==> config.mk <==
export PLATFORM = sky130hd
export DESIGN_NAME = uart_tx_empty_status
export DESIGN_NICKNAME = d
export VERILOG_FILES = /design/src/rtl/uart_tx_empty_status.sv
export SDC_FILE = /design/constraint.sdc
export NUM_CORES = 1
export LEC_CHECK = 0
export ABC_AREA = 1
export BUFFER_PORTS_ARGS = -buffer_cell sky130_fd_sc_hd__buf_2
export CORE_AREA = 2 2 39 41
export CTS_CLUSTER_DIAMETER = 40
export CTS_CLUSTER_SIZE = 16
export DETAILED_ROUTE_END_ITERATION = 16
export DIE_AREA = 0 0 41 43
export PLACE_DENSITY = 0.67
export SLEW_MARGIN = 20
export SYNTH_ARGS = -nofsm -noshare
export SYNTH_HDL_FRONTEND = slang
export SYNTH_SLANG_ARGS = --single-unit
export TNS_END_PERCENT = 10
==> constraint.sdc <==
create_clock -name clk_i -period 2.3 [get_ports clk_i]
set_input_delay 0.23 -clock clk_i [delete_from_list [all_inputs] [get_ports clk_i]]
set_output_delay 0.23 -clock clk_i [all_outputs]
set_load 0.05 [all_outputs]
==> src/rtl/uart_tx_empty_status.sv <==
module uart_tx_empty_status #(
  parameter int DEPTH = 16
) (
  input  logic       clk_i,
  input  logic       rst_ni,
  input  logic       wr_i,
  input  logic       load_i,
  input  logic       shift_busy_i,
  input  logic       fifo_en_i,
  input  logic       prog_en_i,
  input  logic       irq_en_i,
  input  logic [1:0] thr_sel_i,
  output logic       hold_empty_o,
  output logic       tx_empty_o,
  output logic       irq_o
);
  localparam int CW = $clog2(DEPTH + 1);

  logic [CW-1:0] cnt, cap, lvl;
  logic          en_q;

  wire flush = fifo_en_i != en_q;
  wire pop   = load_i && (cnt != '0);
  wire push  = wr_i && ((cnt < cap) || pop);
  wire prog  = prog_en_i && fifo_en_i;

  assign cap = fifo_en_i ? CW'(DEPTH) : CW'(1);

  always_comb begin
    case (thr_sel_i)
      2'd0:    lvl = '0;
      2'd1:    lvl = CW'(2);
      2'd2:    lvl = CW'(DEPTH / 4);
      default: lvl = CW'(DEPTH / 2);
    endcase
  end

  always_ff @(posedge clk_i) begin
    en_q <= fifo_en_i;
    if (!rst_ni || flush) cnt <= '0;
    else                  cnt <= cnt + CW'(push) - CW'(pop);
  end

  assign hold_empty_o = prog ? (cnt == CW'(DEPTH)) : (cnt == '0);
  assign tx_empty_o   = (cnt == '0) && !shift_busy_i;
  assign irq_o        = irq_en_i && (prog ? (cnt <= lvl) : hold_empty_o);

  AST_CNT_BOUND: assert property (@(posedge clk_i) disable iff (!rst_ni) cnt <= CW'(DEPTH));
  AST_FULL_DROP: assert property (@(posedge clk_i) disable iff (!rst_ni)
    (!flush && cnt == cap && wr_i && !load_i) |=> $stable(cnt));
  AST_TEMT_THRE: assert property (@(posedge clk_i) disable iff (!rst_ni)
    (!prog && tx_empty_o) |-> hold_empty_o);
  AST_PROG_FULL_QUIET: assert property (@(posedge clk_i) disable iff (!rst_ni)
    (prog && hold_empty_o) |-> !irq_o);
  AST_FLUSH_EMPTY: assert property (@(posedge clk_i) disable iff (!rst_ni)
    flush |=> (cnt == '0));
  AST_SINGLE_CAP: assert property (@(posedge clk_i) disable iff (!rst_ni)
    (!fifo_en_i && !en_q) |-> (cnt <= CW'(1)));
endmodule

-- Word-level counts from Yosys, hierarchy flattened
Index checks and enable logic that the tools add are counted.
- bits in latches: 0
- flip-flop bits (word level): 6
- bits in writable memories: 0
- input bits: 10
- bits in read-only memories: 0
- output and inout port bits: 3
- word-level logic and storage cells: 26
- memories kept: 0
- multiply operators: 0
- $add $sub $neg: 2
- eq/ne operators: 4
- muxes and demuxes: 4
- $lt $le $gt $ge: 2
- bitwise gates (word level): 0
- reduce and logical (&&, ||, !) cells: 12
- shift operators: 0
- div/mod/pow operators: 0
- operators by type and width (cell ; count):
    $pmux W4 S3 ; 1
    $add A5 B1 Y5 ; 1
    $eq A5 B5 Y1 const B ; 1
    $le A5 B5 Y1 ; 1
    $logic_and A1 B1 Y1 ; 5
    $logic_not A5 Y1 ; 1
    $lt A5 B5 Y1 ; 1
    $mux W5 ; 1
    $reduce_bool A5 Y1 ; 1
    $sub A5 B1 Y5 ; 1
    $eq A2 B1 Y1 const B ; 1
    $eq A2 B2 Y1 const B ; 1
    $logic_not A1 Y1 ; 2
    $logic_not A2 Y1 ; 1
    $logic_or A1 B1 Y1 ; 2
    $mux W1 ; 2
    $ne A1 B1 Y1 ; 1

-- Longest topological paths before layout
Gate-level depths: netlist (run 1).
- word-level depth: 6
- mapped depth: 16

-- Least setup slack after synthesis (run 1)
Ideal clock, no wire load.
- path kind: register -> register
- start point: register cnt[2]
- end point: register cnt[4]
- required time: 2.186 ns
- cell stages (with the launch flop): 16
- setup time: 0.114 ns
- path slack: 0.205 ns
- clock period less this slack: 2.095 ns
- arrival time: 1.981 ns
- path through: dfxtp_1 > inv_1 > ha_1 > nand2_1 > nor2_2 > nand2_1 > nand3_1 > nand2_1 > ha_1 > fa_1 > nand2_1 > nand2_1 > a21oi_1 > nand2_1 > nand2_1 > nor2_2
- cells in the longest elaborated chain, start to end: 6
- RTL lines (what ; RTL line ; RTL):
    start: declaration ; 19 ; logic [CW-1:0] cnt, cap, lvl;
    start signal: assignment ; 41 ; else cnt <= cnt + CW'(push) - CW'(pop);
    parallel branches: the longest is 5 deep, another holds $lt A5 B5 Y1 ; - ;
    $sub A5 B1 Y5 * ; 41 ;
Every way passes the cells marked *.
A chain may end at the register's enable or synchronous reset.

-- Worst setup path in the final report (run 1)
Same ends and word-level chain as after synthesis.

==> results by group, run 1 <==
Run status
  • Status: completed

Run
  • MaxCap Viol Count: 0

Routing
  • DR pass1 iterations: 3
  • DR iter-0 viols: 1
  • DR WL/cell: 8.88 um
  • Routed via count: 547
  • DRC viols: 0
  • Avg Vias per Cell: 4.52
  • Final WL: 1080 um
  • Antenna viol nets, final: 0

Die
  • Number of placed I/O pins: 13
  • Die width: 41 um
  • Starting Density: 0.424
  • Core ar.: 0.00138 sq mm
  • Die H: 43 um
  • FP Rows: 14
  • Area of the die: 0.00176 sq mm

Final layout
  • Fraction of layout cells with a size suffix above 1: 0.352
  • Finished Cell Area: 721 sq um
  • Most common cell after layout, fill and taps aside: nand2_1
  • Fin nets: 129
  • Most frequent cells in the layout: 19 x nand2_1, 12 x inv_1, 12 x buf_2
  • # fillers: 160
  • P&R area growth vs syn: 22.8%
  • ANT cells: 0

Clocking
  • Clk Latency, worst-skew pair: 0.24 ns
  • Clk buf depth: 2
  • Root Buffer: clkbuf_4
  • Num Clock Sinks: 6
  • Htree depth: 1
  • CTS tree: done
  • Inserted Clock Buffers: 3
  • Cts-stage hold buffer count: 0
  • Post-cts gate resize count: 0
  • Setup bufs post-CTS: 0
  • Worst-path clk slew: 0.04 ns

STA
  • Fmax: 0.474 GHz
  • Max-slew headroom: 0.834
  • Final worst-path cycle share: 0.917
  • Clock skew: 0.00352 ns
  • Min cycle time layout: 2.11 ns
  • Final Setup Violations: 0
  • Hold Violations, Final: 0
  • Worst-margin pin slew: 0.250 ns
  • Final Max Slew Viols: 0

Power
  • Maximum vdd drop: 0.000561 V
  • Cell area power density: 1290 mW/mm^2
  • Leak: 0.393 nW
  • Power Total: 0.926 mW

Critical path
  • CP Launch Point: cnt[2]$_SDFF_PP0_
  • R2r startpoint: cnt[2]$_SDFF_PP0_
  • Required @ worst endpoint: 2.44 ns
  • Critical path type: reg2reg
  • Type of origin of the critical path: flip-flop
  • CP Max Fanout: 4
  • WP data arrival: 2.25 ns
  • Reg2reg path depth: 15
  • Worst setup EP type: flip-flop

Synthesis
  • Post-synthesis register bit count: 6
  • Netlist cell types: 15
  • Syn Area/Cell: 6.67 sq um
  • Synth Cell Area: 587 sq um
  • Gate Count Post-Synth: 88
  • Post-synthesis sequential area ratio: 0.205
  • Syn Nets: 110
  • Ys Warns: 0

GRT
  • Global-route wire length before repair: 1740 um
  • Initial antenna violation count: 0
  • GRT Total Usage: 0.148
  • Grt ovf: 0
  • Vias in the first global route: 464
  • Largest net degree at the start of global routing: 7

Min path
  • Worst Hold Class: in2reg
  • HP Start: fifo_en_i
  • Hold depth: 1

Place
  • Number of port buffers: 12
  • Placed Area: 682 sq um
  • Gpl congestion: 0.750
  • HPWL Detailed: 941 um
[power by group]
part	switching (mW)	internal (mW)	total (mW)
Sequential	0.0302	0.137	0.167
Combinational	0.421	0.245	0.666
Clock	0.0351	0.0588	0.0939
[final cells by class]
class / instances / area [sq um] / area share
Timing Repair Buffer: 14 / 75.1 / 0.104
Multi-Input combinational cell: 64 / 413 / 0.573
Inverter: 18 / 67.6 / 0.0938
Tap cell: 16 / 20.0 / 0.0278
Sequential cell: 6 / 123 / 0.170
Clock buffer: 3 / 22.5 / 0.0313
[metrics by stage]
stage	setup slack (ns)	instances	utilization	setup TNS (ns)	hold slack, ns
after floorplan	0.205	88	-	0	0.258
after global placement	0.0805	118	0.493	0	0.414
after detailed placement	0.0244	118	0.493	0	0.415
after CTS	0.0182	121	0.509	0	0.163
after global routing	-0.0136	121	0.521	-0.0136	0.164
final	0.190	121	0.521	0	0.165
[Yosys cell counts (all sizes together)]
master	number	share of area
dfxtp	6	0.20
ha	11	0.23
nand3b	1	0.013
nand3	7	0.060
a21oi	3	0.026
xor2	1	0.015
nor2	16	0.12
nor3b	1	0.021
nand2	22	0.15
o21ai	1	0.0085
fa	1	0.034
inv	18	0.12
[sequential cells by signal, indices dropped and copies added, names as in the netlist]
name and flops:
en_q 1, cnt 5
[path summary, 6_finish.rpt]
kind | slack (ns) | to
max | 0.19 | cnt[4]$_SDFF_PP0_
min | 0.16 | en_q$_DFF_P_
max reg2reg | 0.19 | cnt[4]$_SDFF_PP0_
min reg2reg | 0.64 | cnt[4]$_SDFF_PP0_
[worst max-delay path: stages, from the launching register on]
cell     delay [ns]
dfxtp_2        0.33
inv_2          0.07
ha_1           0.14
nand2_1        0.06
nor2_2         0.16
nand2_2        0.08
nand3_1        0.09
nand2_1        0.06
ha_2           0.19
fa_2           0.35
nand2_2        0.08
nand2_1        0.07
a21oi_2        0.16
nand2_1        0.06
nand2_1        0.07
nor2_2         0.03
[cell families (layout without fill, tap and decap cells)]
family,after synthesis,count (layout),share of synthesized area
buffers and inverters,18,35,0.115
DFF,6,6,0.205
and+or+nand+nor,47,47,0.362
adders and majority gates,12,12,0.269
AOI/OAI and AO/OA,4,4,0.0341
xor gates and xnor gates,1,1,0.0149
[routing by layer]
metal,up-vias,wire (um),global-route usage
met5,-,0,0
met2,10,554,0.222
met3,0,43,0.0471
met4,0,0,0.0600
met1,233,476,0.188
li1,304,-,-
Power figures use the tool's default switching activity.
==> run 2, diff against run 1 <==
--- a/config.mk
+++ b/config.mk
@@ -7,12 +7,15 @@
 export LEC_CHECK = 0
 export ABC_AREA = 1
 export BUFFER_PORTS_ARGS = -buffer_cell sky130_fd_sc_hd__buf_2
-export CORE_AREA = 2 2 39 41
+export CELL_PAD_IN_SITES_DETAIL_PLACEMENT = 2
+export CELL_PAD_IN_SITES_GLOBAL_PLACEMENT = 2
+export CORE_MARGIN = 2
+export CORE_UTILIZATION = 27
 export CTS_CLUSTER_DIAMETER = 40
 export CTS_CLUSTER_SIZE = 16
 export DETAILED_ROUTE_END_ITERATION = 16
-export DIE_AREA = 0 0 41 43
-export PLACE_DENSITY = 0.67
+export PLACE_DENSITY_LB_ADDON = 0.1
+export REMOVE_ABC_BUFFERS = 1
 export SLEW_MARGIN = 20
 export SYNTH_ARGS = -nofsm -noshare
 export SYNTH_HDL_FRONTEND = slang
==> results by group, run 2 (same netlist as run 1, synthesis figures left out) <==
Final layout
  • Most common cell after layout, fill and taps aside: nand2_1
  • Layout Cells excl Fill: 135 (+12%)
  • Most frequent cells in the layout: 19 x nand2_1, 12 x inv_1, 12 x buf_2
  • Biggest register: cnt
  • Biggest regs: cnt x5, en_q x1
  • Fin nets: 132 (+2.3%)
  • Fraction of layout cells with a size suffix above 1: 0.389 (+0.0365)
  • Max FFs per register: 5 (unchanged)
  • ANT cells: 0 (unchanged)
  • Finished Cell Area: 764 sq um (+6.1%)
  • P&R area growth vs syn: 30.3%

Clocking
  • Worst-path clk slew: 0.06 ns (+0.02 ns)
  • Clk buf depth: 2 (unchanged)
  • Setup bufs post-CTS: 0 (unchanged)
  • Root Buffer: clkbuf_4
  • Htree depth: 1 (unchanged)
  • Inserted Clock Buffers: 3 (unchanged)
  • CTS tree: done
  • Clk Latency, worst-skew pair: 0.25 ns (about the same)
  • Num Clock Sinks: 6 (unchanged)

Critical path
  • CP Launch Point: cnt[3]$_SDFF_PP0_
  • Required @ worst endpoint: 2.45 ns (about the same)
  • Critical path type: reg2reg
  • R2R Setup Slk: 0.18 ns (-0.02 ns)
  • R2r endpoint: cnt[4]$_SDFF_PP0_
  • Type of origin of the critical path: flip-flop
  • Worst setup EP type: flip-flop
  • WP data arrival: 2.27 ns (+0.02 ns)
  • Worst setup path end: cnt[4]$_SDFF_PP0_
  • CP Max Fanout: 3 (-1)
  • Reg2reg path depth: 15 (unchanged)
  • R2r startpoint: cnt[3]$_SDFF_PP0_

Die
  • Die width: 50.6 um (+23%)
  • Starting Density: 0.293 (-0.131)
  • Core ar.: 0.00200 sq mm (+45%)
  • FP Rows: 16 (+2)
  • Die H: 50.6 um (+18%)
  • Number of placed I/O pins: 13 (unchanged)
  • Area of the die: 0.00256 sq mm (+45%)

STA
  • Worst-margin pin slew: 0.249 ns (-0.000581 ns)
  • Min cycle time layout: 2.12 ns (+0.0151 ns)
  • Final Max Slew Viols: 0 (unchanged)
  • Max-slew headroom: 0.835 (about the same)
  • Fmax: 0.471 GHz (-0.71%)
  • Clock skew: 0.00910 ns (+0.00558 ns)
  • Hold Violations, Final: 0 (unchanged)
  • Final Setup Violations: 0 (unchanged)
  • Final worst-path cycle share: 0.924 (+0.00657)

GRT
  • GRT Total Usage: 0.152 (+0.00404)
  • Grt ovf: 0 (unchanged)
  • Global-route wire length before repair: 2840 um (+63%)
  • Initial antenna violation count: 0 (unchanged)
  • Largest net degree at the start of global routing: 7 (unchanged)
  • Vias in the first global route: 659 (+42%)

Min path
  • Worst Hold Class: in2reg

Routing
  • DR iter-0 viols: 4 (+3)
  • DR pass1 iterations: 2 (-1)
  • DR WL/cell: 11.9 um (+34%)
  • Routed via count: 587 (+7.3%)
  • Antenna viol nets, final: 0 (unchanged)
  • Final WL: 1600 um (+49%)
  • DRC viols: 0 (unchanged)
  • Avg Vias per Cell: 4.35 (-3.8%)

Power
  • Cell area power density: 1310 mW/mm^2 (+2.0%)
  • Power Total: 1.00 mW (+8.1%)
  • Maximum vdd drop: 0.000490 V (-13%)
  • Leak: 0.407 nW (+3.6%)

Place
  • Gpl congestion: 0.653 (-13%)
  • Placed Area: 718 sq um (+5.3%)
  • Dpl cells: 132 (+12%)
  • HPWL Detailed: 1360 um (+45%)
  • Number of port buffers: 12 (unchanged)

Run
  • MaxCap Viol Count: 0 (unchanged)

Run status
  • Status: completed
## run 2: worst min path at each step
stage	startpoint	end	slack [ns]	cells past startpoint
floorplan	fifo_en_i	en_q$_DFF_P_	0.26	0
global placement	fifo_en_i	en_q$_DFF_P_	0.41	1
detailed placement	fifo_en_i	en_q$_DFF_P_	0.41	1
CTS	fifo_en_i	en_q$_DFF_P_	0.15	1
global route	fifo_en_i	en_q$_DFF_P_	0.16	1
finish	fifo_en_i	en_q$_DFF_P_	0.15	1
## run 2: timing repair
action / CTS / global route
hold buffers: 0 / 0
gates cloned: 0 / 0
pin swaps: 0 / 3
resized for setup: 3 / 8
setup endpoints to repair: 1 / 1
## run 2: through the flow
stage | setup TNS, ns | worst slack, ns | hold slack, ns | utilization
2_1_floorplan | 0 | 0.205 | 0.258 | -
5_1_grt | -0.00328 | -0.00328 | 0.160 | 0.382
6_report | 0 | 0.175 | 0.151 | 0.382
3_5_place_dp | -0.0399 | -0.0399 | 0.414 | 0.359
3_3_place_gp | 0 | 0.0639 | 0.407 | 0.359
4_1_cts | 0 | 0.0426 | 0.151 | 0.374
## run 2: final cells by class
cell class / count / area, sq um
Fill cell: 253 / 1240
Multi-Input combinational cell: 64 / 420
Sequential cell: 6 / 123
Timing Repair Buffer: 17 / 97.6
Inverter: 18 / 67.6
Tap cell: 27 / 33.8
Clock buffer: 3 / 22.5
## run 2: per-layer routing
layer | vias to the layer above | track usage | share of wire
li1 | 307 | - | -
met1 | 270 | 0.168 | 0.45
met2 | 8 | 0.285 | 0.51
met3 | 2 | 0.0298 | 0.031
met4 | 0 | 0.0541 | 0.0062
met5 | - | 0 | 0
## run 2: worst max-delay path, stage by stage (launching register included)
cell     delay (ns)
dfxtp_2        0.33
inv_2          0.06
ha_2           0.17
nand2_1        0.06
nor2_2         0.16
nand2_2        0.10
nand3_2        0.07
nand2_1        0.06
ha_2           0.18
fa_2           0.34
nand2_1        0.10
nand2_2        0.06
a21oi_2        0.14
nand2_1        0.06
nand2_1        0.07
nor2_2         0.03
## run 2: power by group
part | internal (mW) | leakage [nW] | switching, mW | total, mW
Clock | 0.0595 | 0.0138 | 0.0448 | 0.104
Combinational | 0.273 | 0.343 | 0.457 | 0.730
Sequential | 0.136 | 0.0501 | 0.0312 | 0.168
Total | 0.469 | 0.407 | 0.533 | 1.00
